`src/rtl/rx_status_pkg.sv`:
```
package rx_status_pkg;
  localparam int DATA_W  = 8;
  localparam int ADDR_W  = 2;
  localparam int ERR_W   = 3;

  localparam logic [ADDR_W-1:0] OFS_CTRL = 2'd0;
  localparam logic [ADDR_W-1:0] OFS_STAT = 2'd1;
  localparam logic [ADDR_W-1:0] OFS_RXD  = 2'd2;

  // control bit positions
  localparam int CTRL_RXEN = 4;
  localparam int CTRL_RIE  = 6;

  // status bit positions; error field is bits ERR_LO+2:ERR_LO = {ovr, fer, par}
  localparam int ST_FULL = 6;
  localparam int ERR_LO  = 3;
  localparam int ST_USR  = 0;

  // error bits survive a status write only where a 1 is written
  function automatic logic [ERR_W-1:0] err_after_write(logic [ERR_W-1:0] cur,
                                                       logic [DATA_W-1:0] w);
    return cur & w[ERR_LO +: ERR_W];
  endfunction

  // release condition for the error interrupt
  function automatic logic clear_seq_hit(logic [ERR_W-1:0] seen,
                                         logic [ERR_W-1:0] now);
    return (seen != '0) && (now == '0);
  endfunction

  function automatic logic [DATA_W-1:0] pack_status(logic full,
                                                    logic [ERR_W-1:0] err,
                                                    logic usr);
    logic [DATA_W-1:0] s;
    s = '0;
    s[ST_FULL]            = full;
    s[ERR_LO +: ERR_W]    = err;
    s[ST_USR]             = usr;
    return s;
  endfunction
endpackage

```
`src/rtl/rx_guard_timer.sv`:
```
module rx_guard_timer #(
  parameter int CNT_W = 16
) (
  input  logic             clk,
  input  logic             rst_n,
  input  logic             strobe_i,
  input  logic             en_i,
  input  logic [CNT_W-1:0] frame_i,
  output logic             accept_o,
  output logic             idle_o
);
  logic [CNT_W-1:0] cnt_q;

  assign idle_o   = (cnt_q == '0);
  assign accept_o = strobe_i & en_i & idle_o;

  always_ff @(posedge clk or negedge rst_n) begin
    if (!rst_n)            cnt_q <= '0;
    else if (accept_o)     cnt_q <= frame_i;
    else if (cnt_q != '0)  cnt_q <= cnt_q - 1'b1;
  end

  AST_GUARD_COUNTDOWN: assert property (@(posedge clk) disable iff (!rst_n)
    (cnt_q != '0) |=> (cnt_q == $past(cnt_q) - 1'b1));
endmodule

```
`src/rtl/rx_flag_bank.sv`:
```
module rx_flag_bank
  import rx_status_pkg::*;
(
  input  logic              clk,
  input  logic              rst_n,
  input  logic              acc_i,
  input  logic [DATA_W-1:0] byte_i,
  input  logic              brk_i,
  input  logic              rd_rxd_i,
  input  logic              rd_stat_i,
  input  logic              wr_stat_i,
  input  logic [DATA_W-1:0] wdata_i,
  output logic              full_o,
  output logic [ERR_W-1:0]  err_o,
  output logic              usr_o,
  output logic [DATA_W-1:0] rxd_o,
  output logic              load_o,
  output logic              ovr_evt_o,
  output logic              clear_hit_o
);
  logic              full_q, usr_q;
  logic [ERR_W-1:0]  err_q, shadow_q, err_wr, err_nxt;
  logic [DATA_W-1:0] rxd_q;

  assign load_o    = acc_i & ~full_q;
  assign ovr_evt_o = acc_i & full_q;

  always_comb begin
    err_wr  = wr_stat_i ? err_after_write(err_q, wdata_i) : err_q;
    err_nxt = err_wr | {ovr_evt_o, brk_i, 1'b0};
  end

  assign clear_hit_o = wr_stat_i & clear_seq_hit(shadow_q, err_nxt);

  always_ff @(posedge clk or negedge rst_n) begin
    if (!rst_n) begin
      full_q   <= 1'b0;
      usr_q    <= 1'b0;
      err_q    <= '0;
      shadow_q <= '0;
      rxd_q    <= '0;
    end else begin
      err_q <= err_nxt;
      if (load_o)        full_q <= 1'b1;
      else if (rd_rxd_i) full_q <= 1'b0;
      if (load_o)        rxd_q  <= byte_i;
      if (wr_stat_i)     usr_q  <= wdata_i[ST_USR];
      if (rd_stat_i)     shadow_q <= err_q;
    end
  end

  assign full_o = full_q;
  assign err_o  = err_q;
  assign usr_o  = usr_q;
  assign rxd_o  = rxd_q;

  AST_OVR_KEEPS_DATA: assert property (@(posedge clk) disable iff (!rst_n)
    ovr_evt_o |=> ($stable(rxd_q) && err_q[2]));
  AST_LOAD_SETS_FULL: assert property (@(posedge clk) disable iff (!rst_n)
    load_o |=> (full_q && rxd_q == $past(byte_i)));
  AST_READ_CLEARS_FULL: assert property (@(posedge clk) disable iff (!rst_n)
    (rd_rxd_i && !load_o) |=> !full_q);
  AST_BREAK_FER: assert property (@(posedge clk) disable iff (!rst_n)
    brk_i |=> err_q[1]);
  AST_WRITE_NO_SET: assert property (@(posedge clk) disable iff (!rst_n)
    (wr_stat_i && !ovr_evt_o && !brk_i) |=> ((err_q & ~$past(err_q)) == '0));
endmodule

```
`src/rtl/rx_irq_gen.sv`:
```
module rx_irq_gen (
  input  logic clk,
  input  logic rst_n,
  input  logic rie_i,
  input  logic load_i,
  input  logic err_set_i,
  input  logic err_clr_i,
  output logic rx_pulse_o,
  output logic err_irq_o
);
  logic pulse_q, err_q;

  always_ff @(posedge clk or negedge rst_n) begin
    if (!rst_n) begin
      pulse_q <= 1'b0;
      err_q   <= 1'b0;
    end else begin
      pulse_q <= load_i & rie_i;
      if (err_set_i)      err_q <= 1'b1;
      else if (err_clr_i) err_q <= 1'b0;
    end
  end

  assign rx_pulse_o = pulse_q;
  assign err_irq_o  = err_q;

  AST_PULSE_ONE_CYCLE: assert property (@(posedge clk) disable iff (!rst_n)
    pulse_q |=> !pulse_q);
  AST_PULSE_NEEDS_RIE: assert property (@(posedge clk) disable iff (!rst_n)
    pulse_q |-> $past(rie_i));
endmodule

```
`src/rtl/rx_status_unit.sv`:
```
module rx_status_unit
  import rx_status_pkg::*;
#(
  parameter int CNT_W = 16
) (
  input  logic              clk,
  input  logic              rst_n,
  input  logic [CNT_W-1:0]  frame_cycles,
  input  logic              rx_strobe,
  input  logic [DATA_W-1:0] rx_byte,
  input  logic              brk_strobe,
  input  logic [ADDR_W-1:0] reg_addr,
  input  logic              reg_rd,
  input  logic              reg_wr,
  input  logic [DATA_W-1:0] reg_wdata,
  output logic [DATA_W-1:0] reg_rdata,
  output logic              rx_irq,
  output logic              err_irq
);
  logic [DATA_W-1:0] ctrl_q;
  logic              rd_ctrl, rd_stat, rd_rxd, wr_ctrl, wr_stat;
  logic              accept, guard_idle;
  logic              full, usr, load_evt, ovr_evt, clear_hit;
  logic [ERR_W-1:0]  err;
  logic [DATA_W-1:0] rxd;
  logic              rie, err_set, err_clr;

  assign rd_ctrl = reg_rd & (reg_addr == OFS_CTRL);
  assign rd_stat = reg_rd & (reg_addr == OFS_STAT);
  assign rd_rxd  = reg_rd & (reg_addr == OFS_RXD);
  assign wr_ctrl = reg_wr & (reg_addr == OFS_CTRL);
  assign wr_stat = reg_wr & (reg_addr == OFS_STAT);

  always_ff @(posedge clk or negedge rst_n) begin
    if (!rst_n)       ctrl_q <= '0;
    else if (wr_ctrl) ctrl_q <= reg_wdata;
  end

  assign rie = ctrl_q[CTRL_RIE];

  rx_guard_timer #(.CNT_W(CNT_W)) u_guard (
    .clk      (clk),
    .rst_n    (rst_n),
    .strobe_i (rx_strobe),
    .en_i     (ctrl_q[CTRL_RXEN]),
    .frame_i  (frame_cycles),
    .accept_o (accept),
    .idle_o   (guard_idle)
  );

  rx_flag_bank u_flags (
    .clk         (clk),
    .rst_n       (rst_n),
    .acc_i       (accept),
    .byte_i      (rx_byte),
    .brk_i       (brk_strobe),
    .rd_rxd_i    (rd_rxd),
    .rd_stat_i   (rd_stat),
    .wr_stat_i   (wr_stat),
    .wdata_i     (reg_wdata),
    .full_o      (full),
    .err_o       (err),
    .usr_o       (usr),
    .rxd_o       (rxd),
    .load_o      (load_evt),
    .ovr_evt_o   (ovr_evt),
    .clear_hit_o (clear_hit)
  );

  assign err_set = (ovr_evt | brk_strobe) & rie;
  assign err_clr = (wr_ctrl & ~reg_wdata[CTRL_RIE]) | clear_hit;

  rx_irq_gen u_irq (
    .clk        (clk),
    .rst_n      (rst_n),
    .rie_i      (rie),
    .load_i     (load_evt),
    .err_set_i  (err_set),
    .err_clr_i  (err_clr),
    .rx_pulse_o (rx_irq),
    .err_irq_o  (err_irq)
  );

  always_comb begin
    reg_rdata = '0;
    if (rd_ctrl)      reg_rdata = ctrl_q;
    else if (rd_stat) reg_rdata = pack_status(full, err, usr);
    else if (rd_rxd)  reg_rdata = rxd;
  end

  AST_DISABLED_IGNORED: assert property (@(posedge clk) disable iff (!rst_n)
    (rx_strobe && !ctrl_q[CTRL_RXEN]) |=> $stable(rxd));
  AST_GUARD_DROPS: assert property (@(posedge clk) disable iff (!rst_n)
    (rx_strobe && !guard_idle && !brk_strobe && !wr_stat) |=> $stable(rxd) && $stable(err));
  AST_CTRL_RELEASES_ERR: assert property (@(posedge clk) disable iff (!rst_n)
    (wr_ctrl && !reg_wdata[CTRL_RIE] && !err_set) |=> !err_irq);
  AST_ERR_NEEDS_RIE: assert property (@(posedge clk) disable iff (!rst_n)
    $rose(err_irq) |-> $past(rie));
endmodule

```
`config.mk`:
```
export PLATFORM = sky130hd
export DESIGN_NAME = rx_status_unit
export DESIGN_NICKNAME = d
export VERILOG_FILES = /design/src/rtl/rx_status_pkg.sv /design/src/rtl/rx_guard_timer.sv /design/src/rtl/rx_flag_bank.sv /design/src/rtl/rx_irq_gen.sv /design/src/rtl/rx_status_unit.sv
export SDC_FILE = /design/constraint.sdc
export NUM_CORES = 1
export LEC_CHECK = 0
export BUFFER_PORTS_ARGS = -buffer_cell sky130_fd_sc_hd__buf_2
export CELL_PAD_IN_SITES_DETAIL_PLACEMENT = 0
export CELL_PAD_IN_SITES_GLOBAL_PLACEMENT = 1
export CORE_AREA = 2 2 61 107
export DETAILED_ROUTE_END_ITERATION = 8
export DIE_AREA = 0 0 63 109
export GPL_ROUTABILITY_DRIVEN = 0
export MAX_ROUTING_LAYER = met4
export PLACE_DENSITY = 0.75
export SLEW_MARGIN = 10
export SYNTH_ARGS = -nofsm -noshare
export SYNTH_HDL_FRONTEND = slang
export SYNTH_SLANG_ARGS = --single-unit
```
`constraint.sdc`:
```
create_clock -name clk -period 2 [get_ports clk]
set_clock_uncertainty 0.15 [all_clocks]
set_input_delay 0.2 -clock clk [delete_from_list [all_inputs] [get_ports clk]]
set_output_delay 0.2 -clock clk [all_outputs]
set_load 0.005 [all_outputs]
```
Word level (Yosys, flattened, before mapping)
Cells that the tools add are included.

word-level totals
  memories kept = 0
  bits in writable memories = 0
  bits in read-only memories = 0
  bits in registers = 42
  latch bits = 0
  output and inout bits = 10

operators by class
  div/mod/pow operators = 0
  bitwise operators = 19
  order comparisons = 0
  shifts and indexed selects = 0
  eq/ne operators = 2
  multiply operators = 0
  multiplexer cells = 10
  add/sub/neg operators = 1
  reduce and logical (&&, ||, !) cells = 9

operators with widths
  cell                                                                    count
  16-bit 2-to-1 mux                                                       2
  8-bit 2-to-1 mux                                                        3
  16-bit zero test                                                        1
  16-bit nonzero test                                                     1
  16-bit by 1-bit subtractor with 16-bit output (second input constant)   1
  1-bit bitwise AND                                                       13
  2-bit nonzero test                                                      3
  1-bit 2-to-1 mux                                                        4
  3-bit bitwise AND                                                       1
  3-bit zero test                                                         1
  3-bit 2-to-1 mux                                                        1
  3-bit OR                                                                1
  3-bit nonzero test                                                      1
  2-bit by 1-bit equality test with 1-bit output (second input constant)  1
  2-bit equality test (second input constant)                             1
  2-bit zero test                                                         1
  1-bit inverter                                                          2
  1-bit OR                                                                2
  1-bit logical AND                                                       1

Logic depth before layout (Yosys ltp)
  depth after elaboration = 10
  gate-level depth with buffers = 9

By module
A second synthesis with hierarchy kept.

second synthesis, totals
  cells, all modules = 202
  area, all modules = 2,219.6 um^2

by module, submodules not included
  module          instances  cells an instance  area each (um^2)
  rx_guard_timer  1          101                932.1
  rx_flag_bank    1          42                 659.4
  rx_status_unit  1          54                 560.5
  rx_irq_gen      1          5                  67.6

Worst setup path after synthesis
No wires, ideal clock.

  path kind = reg2reg
  start point = reg u_guard.cnt_q[4]
  end point = reg u_flags.rxd_q[0], in the netlist u_flags.rxd_o[0]
  path buffers = 2
  stages on the path, launching flop included = 7
  setup slack = -0.116 ns
  arrival time = 1.841 ns
  setup time = 0.125 ns
  path through = dfrtp_1 -> nor4_4 -> and4_1 -> buf_4 -> nor3b_2 -> buf_6 -> mux2_4

on the way
  word-level cells in the longest chain between the ends = 3

RTL lines
  what                    line                  text
  from (decl)             rx_guard_timer.sv:12  logic [CNT_W-1:0] cnt_q;
  from (signal assigned)  rx_guard_timer.sv:19  else if (accept_o) cnt_q <= frame_i;
  from (signal assigned)  rx_guard_timer.sv:20  else if (cnt_q != '0) cnt_q <= cnt_q - 1'b1;
  16-bit zero test        rx_guard_timer.sv:14  assign idle_o = (cnt_q == '0);
  1-bit bitwise AND       rx_guard_timer.sv:15  assign accept_o = strobe_i & en_i & idle_o;
  1-bit bitwise AND       rx_flag_bank.sv:25    assign load_o = acc_i & ~full_q;
  to (signal assigned)    rx_flag_bank.sv:46    if (load_o) rxd_q <= byte_i;
  to (decl)               rx_flag_bank.sv:23    logic [DATA_W-1:0] rxd_q;

No other way between the ends.
A chain may end at the register's enable or synchronous reset.

Final worst setup path
  start point = reg u_guard.cnt_q[9]
  end point = reg u_flags.rxd_q[7], in the netlist u_flags.rxd_o[7]

The elaborated chain is that of the path after synthesis.

==> impl_metrics.csv <==
group,metric,value,unit
status,status,"complete, but fails checks",
status,violations,"setup timing",
global_routing,grt-ovfl-total,0,
worst_setup_path,timing.rr.end,"u_flags.rxd_o[7]",
worst_setup_path,cp.required,2030,ps
worst_setup_path,worstPathArrival,2060,ps
sta,tightest_slew,405,ps
detailed_routing,drtIter0Drc,73,
sta,fmax,494,MHz
yosys,netlist_area,2230,um2
yosys,synth_seq_area_share,47.0,%
yosys,yosysTopAreaCell,"dfrtp_1",
yosys,ys_types,42,
global_routing,grtUsageTotal,18.6,%
cells_and_area,layout_common_cells,"49 x buf_2, 42 x dfrtp_1, 29 x buf_4",
placed_design,numPortBuffers,49,
worst_setup_path,crit_chain,"nor4_4 > and4_4 > nor3b_4 > buf_6 > mux2_4",
clocking,insertion_delay,300,ps
yosys,synth.avg_cell_area,11.0,um2
clocking,root_buffer,"clkbuf_8",
die,ioPinCount,50,
pwr,powerDensity,533,nW/um2
sta,hold_violations,0,
global_routing,grt_start_max_net_pins,18,
worst_setup_path,r2r_cells,5,
worst_setup_path,path_class,"reg -> reg",
detailed_routing,wl_per_cell,15.0,um
die,start_util,37.0,%
worst_setup_path,crit_cells,5,
yosys,synth_top_family_by_area,"simple AND/OR/NAND/NOR gates",
yosys,synth.ff_latch_count,42,
global_routing,antenna_found_initial,0,
yosys,yosys.area_share.simple,18.9,%
die,die_x,63,um
sta,rsz0062_at_grt,"yes",
worst_setup_path,cpLargestDelayFamily,"simple AND/OR/NAND/NOR gates",
yosys,synth_adder_area_share,1.12,%
die,num_rows,38,
sta,fin_crit_sh,101,%
sta,holdWs,15.2,ps
yosys,async_reset_ff_share,100,%
detailed_routing,ant_nets,0,
sta,drv_slew,0,
pwr,p_leak,1.39,nW
detailed_routing,vias_per_cell,4.90,
worst_setup_path,cp_slowest_cell,"dfrtp_1",
clocking,cts_tree,"done",
cells_and_area,layout_commonest_cell,"buf_2",
global_routing,grt_most_used_layer,"met2",
global_routing,grt_pass1_wl,9540,um
clocking,clk_path_buf_depth,2,
die,die-area,6870,um2
clocking,path_clk_slew,80,ps
detailed_routing,routed_wl,5810,um
clocking,numCtsBuffers,5,
die,core,6040,um2
worst_setup_path,worstSetupEndpointType,"flop",
worst_setup_path,critical_path.max_fanout,5,
worst_setup_path,start_kind,"flop",
detailed_routing,drc,0,
yosys,synth_ff_type,"dfrtp_1",
yosys,synth.mux.area_fraction,17.8,%
worst_setup_path,slowest_delay,410,ps
worst_setup_path,r2r_start,"u_guard.cnt_q[9]",
cells_and_area,drive_gt1_share,41.7,%
clocking,cts.htree.levels,2,
hold_path,hold_class,"in -> reg",
detailed_routing,via_count,1897,
pwr,peakVddDrop,288,uV
yosys,synth_xor_area_share,2.35,%
placed_design,place_hpwl,4360,um
yosys,yosysWarnings,0,
worst_setup_path,startpoint,"u_guard.cnt_q[9]",
worst_setup_path,reg2reg_slack,-20,ps
die,die_h,109,um
sta,fin_crit,2020,ps
clocking,clock-sinks,42,
cells_and_area,final_net_count,349,
worst_setup_path,path_buf_inv,1,
run,cap_violations,0,
global_routing,grtUsageMet1,18.8,%
detailed_routing,dr.pass1.iters,4,
yosys,synth-compound-area-share,9.52,%
yosys,syn_nets,245,
yosys,yosysTopAreaCellShare,47.0,%
cells_and_area,diodes,0,
sta,tns,-144,ps
cells_and_area,area_growth,42.2,%
yosys,synth_edf_count,0,
sta,relSlewSlack,73.0,%
global_routing,use_met3,2.68,%
worst_setup_path,worstSetupEndpoint,"u_flags.rxd_o[7]",
yosys,synthCells,203,
global_routing,grt_use_met2,35.8,%
yosys,ys_top_cells_by_area,"dfrtp_1 47%, mux2_2 7.1%, mux2i_1 5.4%",
sta,setup_viol,8,
sta,finalWorstSetupSlack,-24.4,ps
global_routing,grt_pass1_vias,2046,
## cells in the mapped netlist (2+ instances only)
cell type and instances:
mux2i_1 12, a21oi_1 6, nand4b_1 2, xor2_1 5, or4_1 2, o31ai_1 2, dfrtp_1 42, mux2_2 14
inv_1 4, nor2_1 8, nand3b_1 2, buf_4 2, buf_6 2, and2_1 7, mux2_4 8, nor4_1 3
nand2_1 14, ha_1 2, nand3_1 18, nor3b_2 2, nand2b_1 5, a31o_2 2, nor3b_1 2, clkbuf_1 4
o21ai_0 16
## worst min-delay path by stage
stage / cells past startpoint / to / start / slack, ps
after floorplan: 0 / ctrl_q[0] / rst_n / -250
after global placement: 1 / u_guard.cnt_q[2] / rst_n / -20
after detailed placement: 1 / u_guard.cnt_q[2] / rst_n / -10
after CTS: 2 / u_flags.err_o[0] / reg_wdata[3] / 2
after global routing: 2 / u_flags.err_o[0] / reg_wdata[3] / 10
final: 3 / u_guard.cnt_q[6] / frame_cycles[6] / 20
## tightest hold or removal path, delay by kind of cell
family	cells	cell delay, ps
compound gates	1	80
buf+inv	1	80
simple gates	1	70
## routing by layer
layer | vias up | wire [um] | share of wire, %
met5 | - | 0 | 0
met4 | 0 | 101 | 1.7
met3 | 7 | 149 | 2.6
met2 | 37 | 3340 | 57
met1 | 915 | 2220 | 38
li1 | 938 | - | -
## area by class of cell
cell class / count / area, um2
flip-flops and latches: 42 / 1050
multi-input cells: 148 / 1180
repair buffers: 106 / 752
well taps: 80 / 100
fillers: 578 / 2860
clock inverters: 2 / 10.0
inverters: 4 / 15.0
clock buffers: 5 / 68.8
## where the power goes
group | switching (mW) | leakage (nW) | internal (mW)
combinational | 0.108 | 0.851 | 0.132
sequential | 0.0286 | 0.499 | 0.892
clock | 0.297 | 0.0438 | 0.235
total | 0.434 | 1.39 | 1.26
## state kept, by name (all words and copies together), names as in the netlist
| name | flops |
|---|---|
| u_flags.shadow_q | 3 |
| u_flags.usr_o | 1 |
| u_flags.err_o | 3 |
| u_irq.rx_pulse_o | 1 |
| u_flags.rxd_o | 8 |
| u_flags.full_o | 1 |
| u_irq.err_irq_o | 1 |
| ctrl_q | 8 |
| u_guard.cnt_q | 16 |
## cell families after synthesis
kind of cell | count (synthesis)
buffers and inverters | 13
flip-flops | 42
XOR/XNOR | 6
AO/OA/AOI/OAI | 34
multiplexers | 34
adder cells (fa/ha/maj) | 2
AND/OR/NAND/NOR | 72
## per-stage QoR
stage | area, um2 | setup WS (ps) | instances | utilization, % | total power, mW
floorplan | 2240 | -83.2 | 203 | - | 1.03
global placement | 2750 | -37.1 | 352 | 45.5 | 1.14
detailed placement | 2750 | -103 | 352 | 45.5 | 1.14
CTS | 3100 | -16.7 | 384 | 51.4 | 1.72
global route | 3180 | -92.6 | 387 | 52.6 | 1.78
finish | 3180 | -24.4 | 387 | 52.6 | 1.69
## timing repair
action,in CTS,in global routing
endpoints found under the hold margin,38,0
setup buffers,0,3
gates resized for setup,9,11
cloned,1,0
hold buffers,24,0
pin swaps,0,1
setup endpoints to repair,10,12
Note: power is estimated with default switching activity, not from simulation.
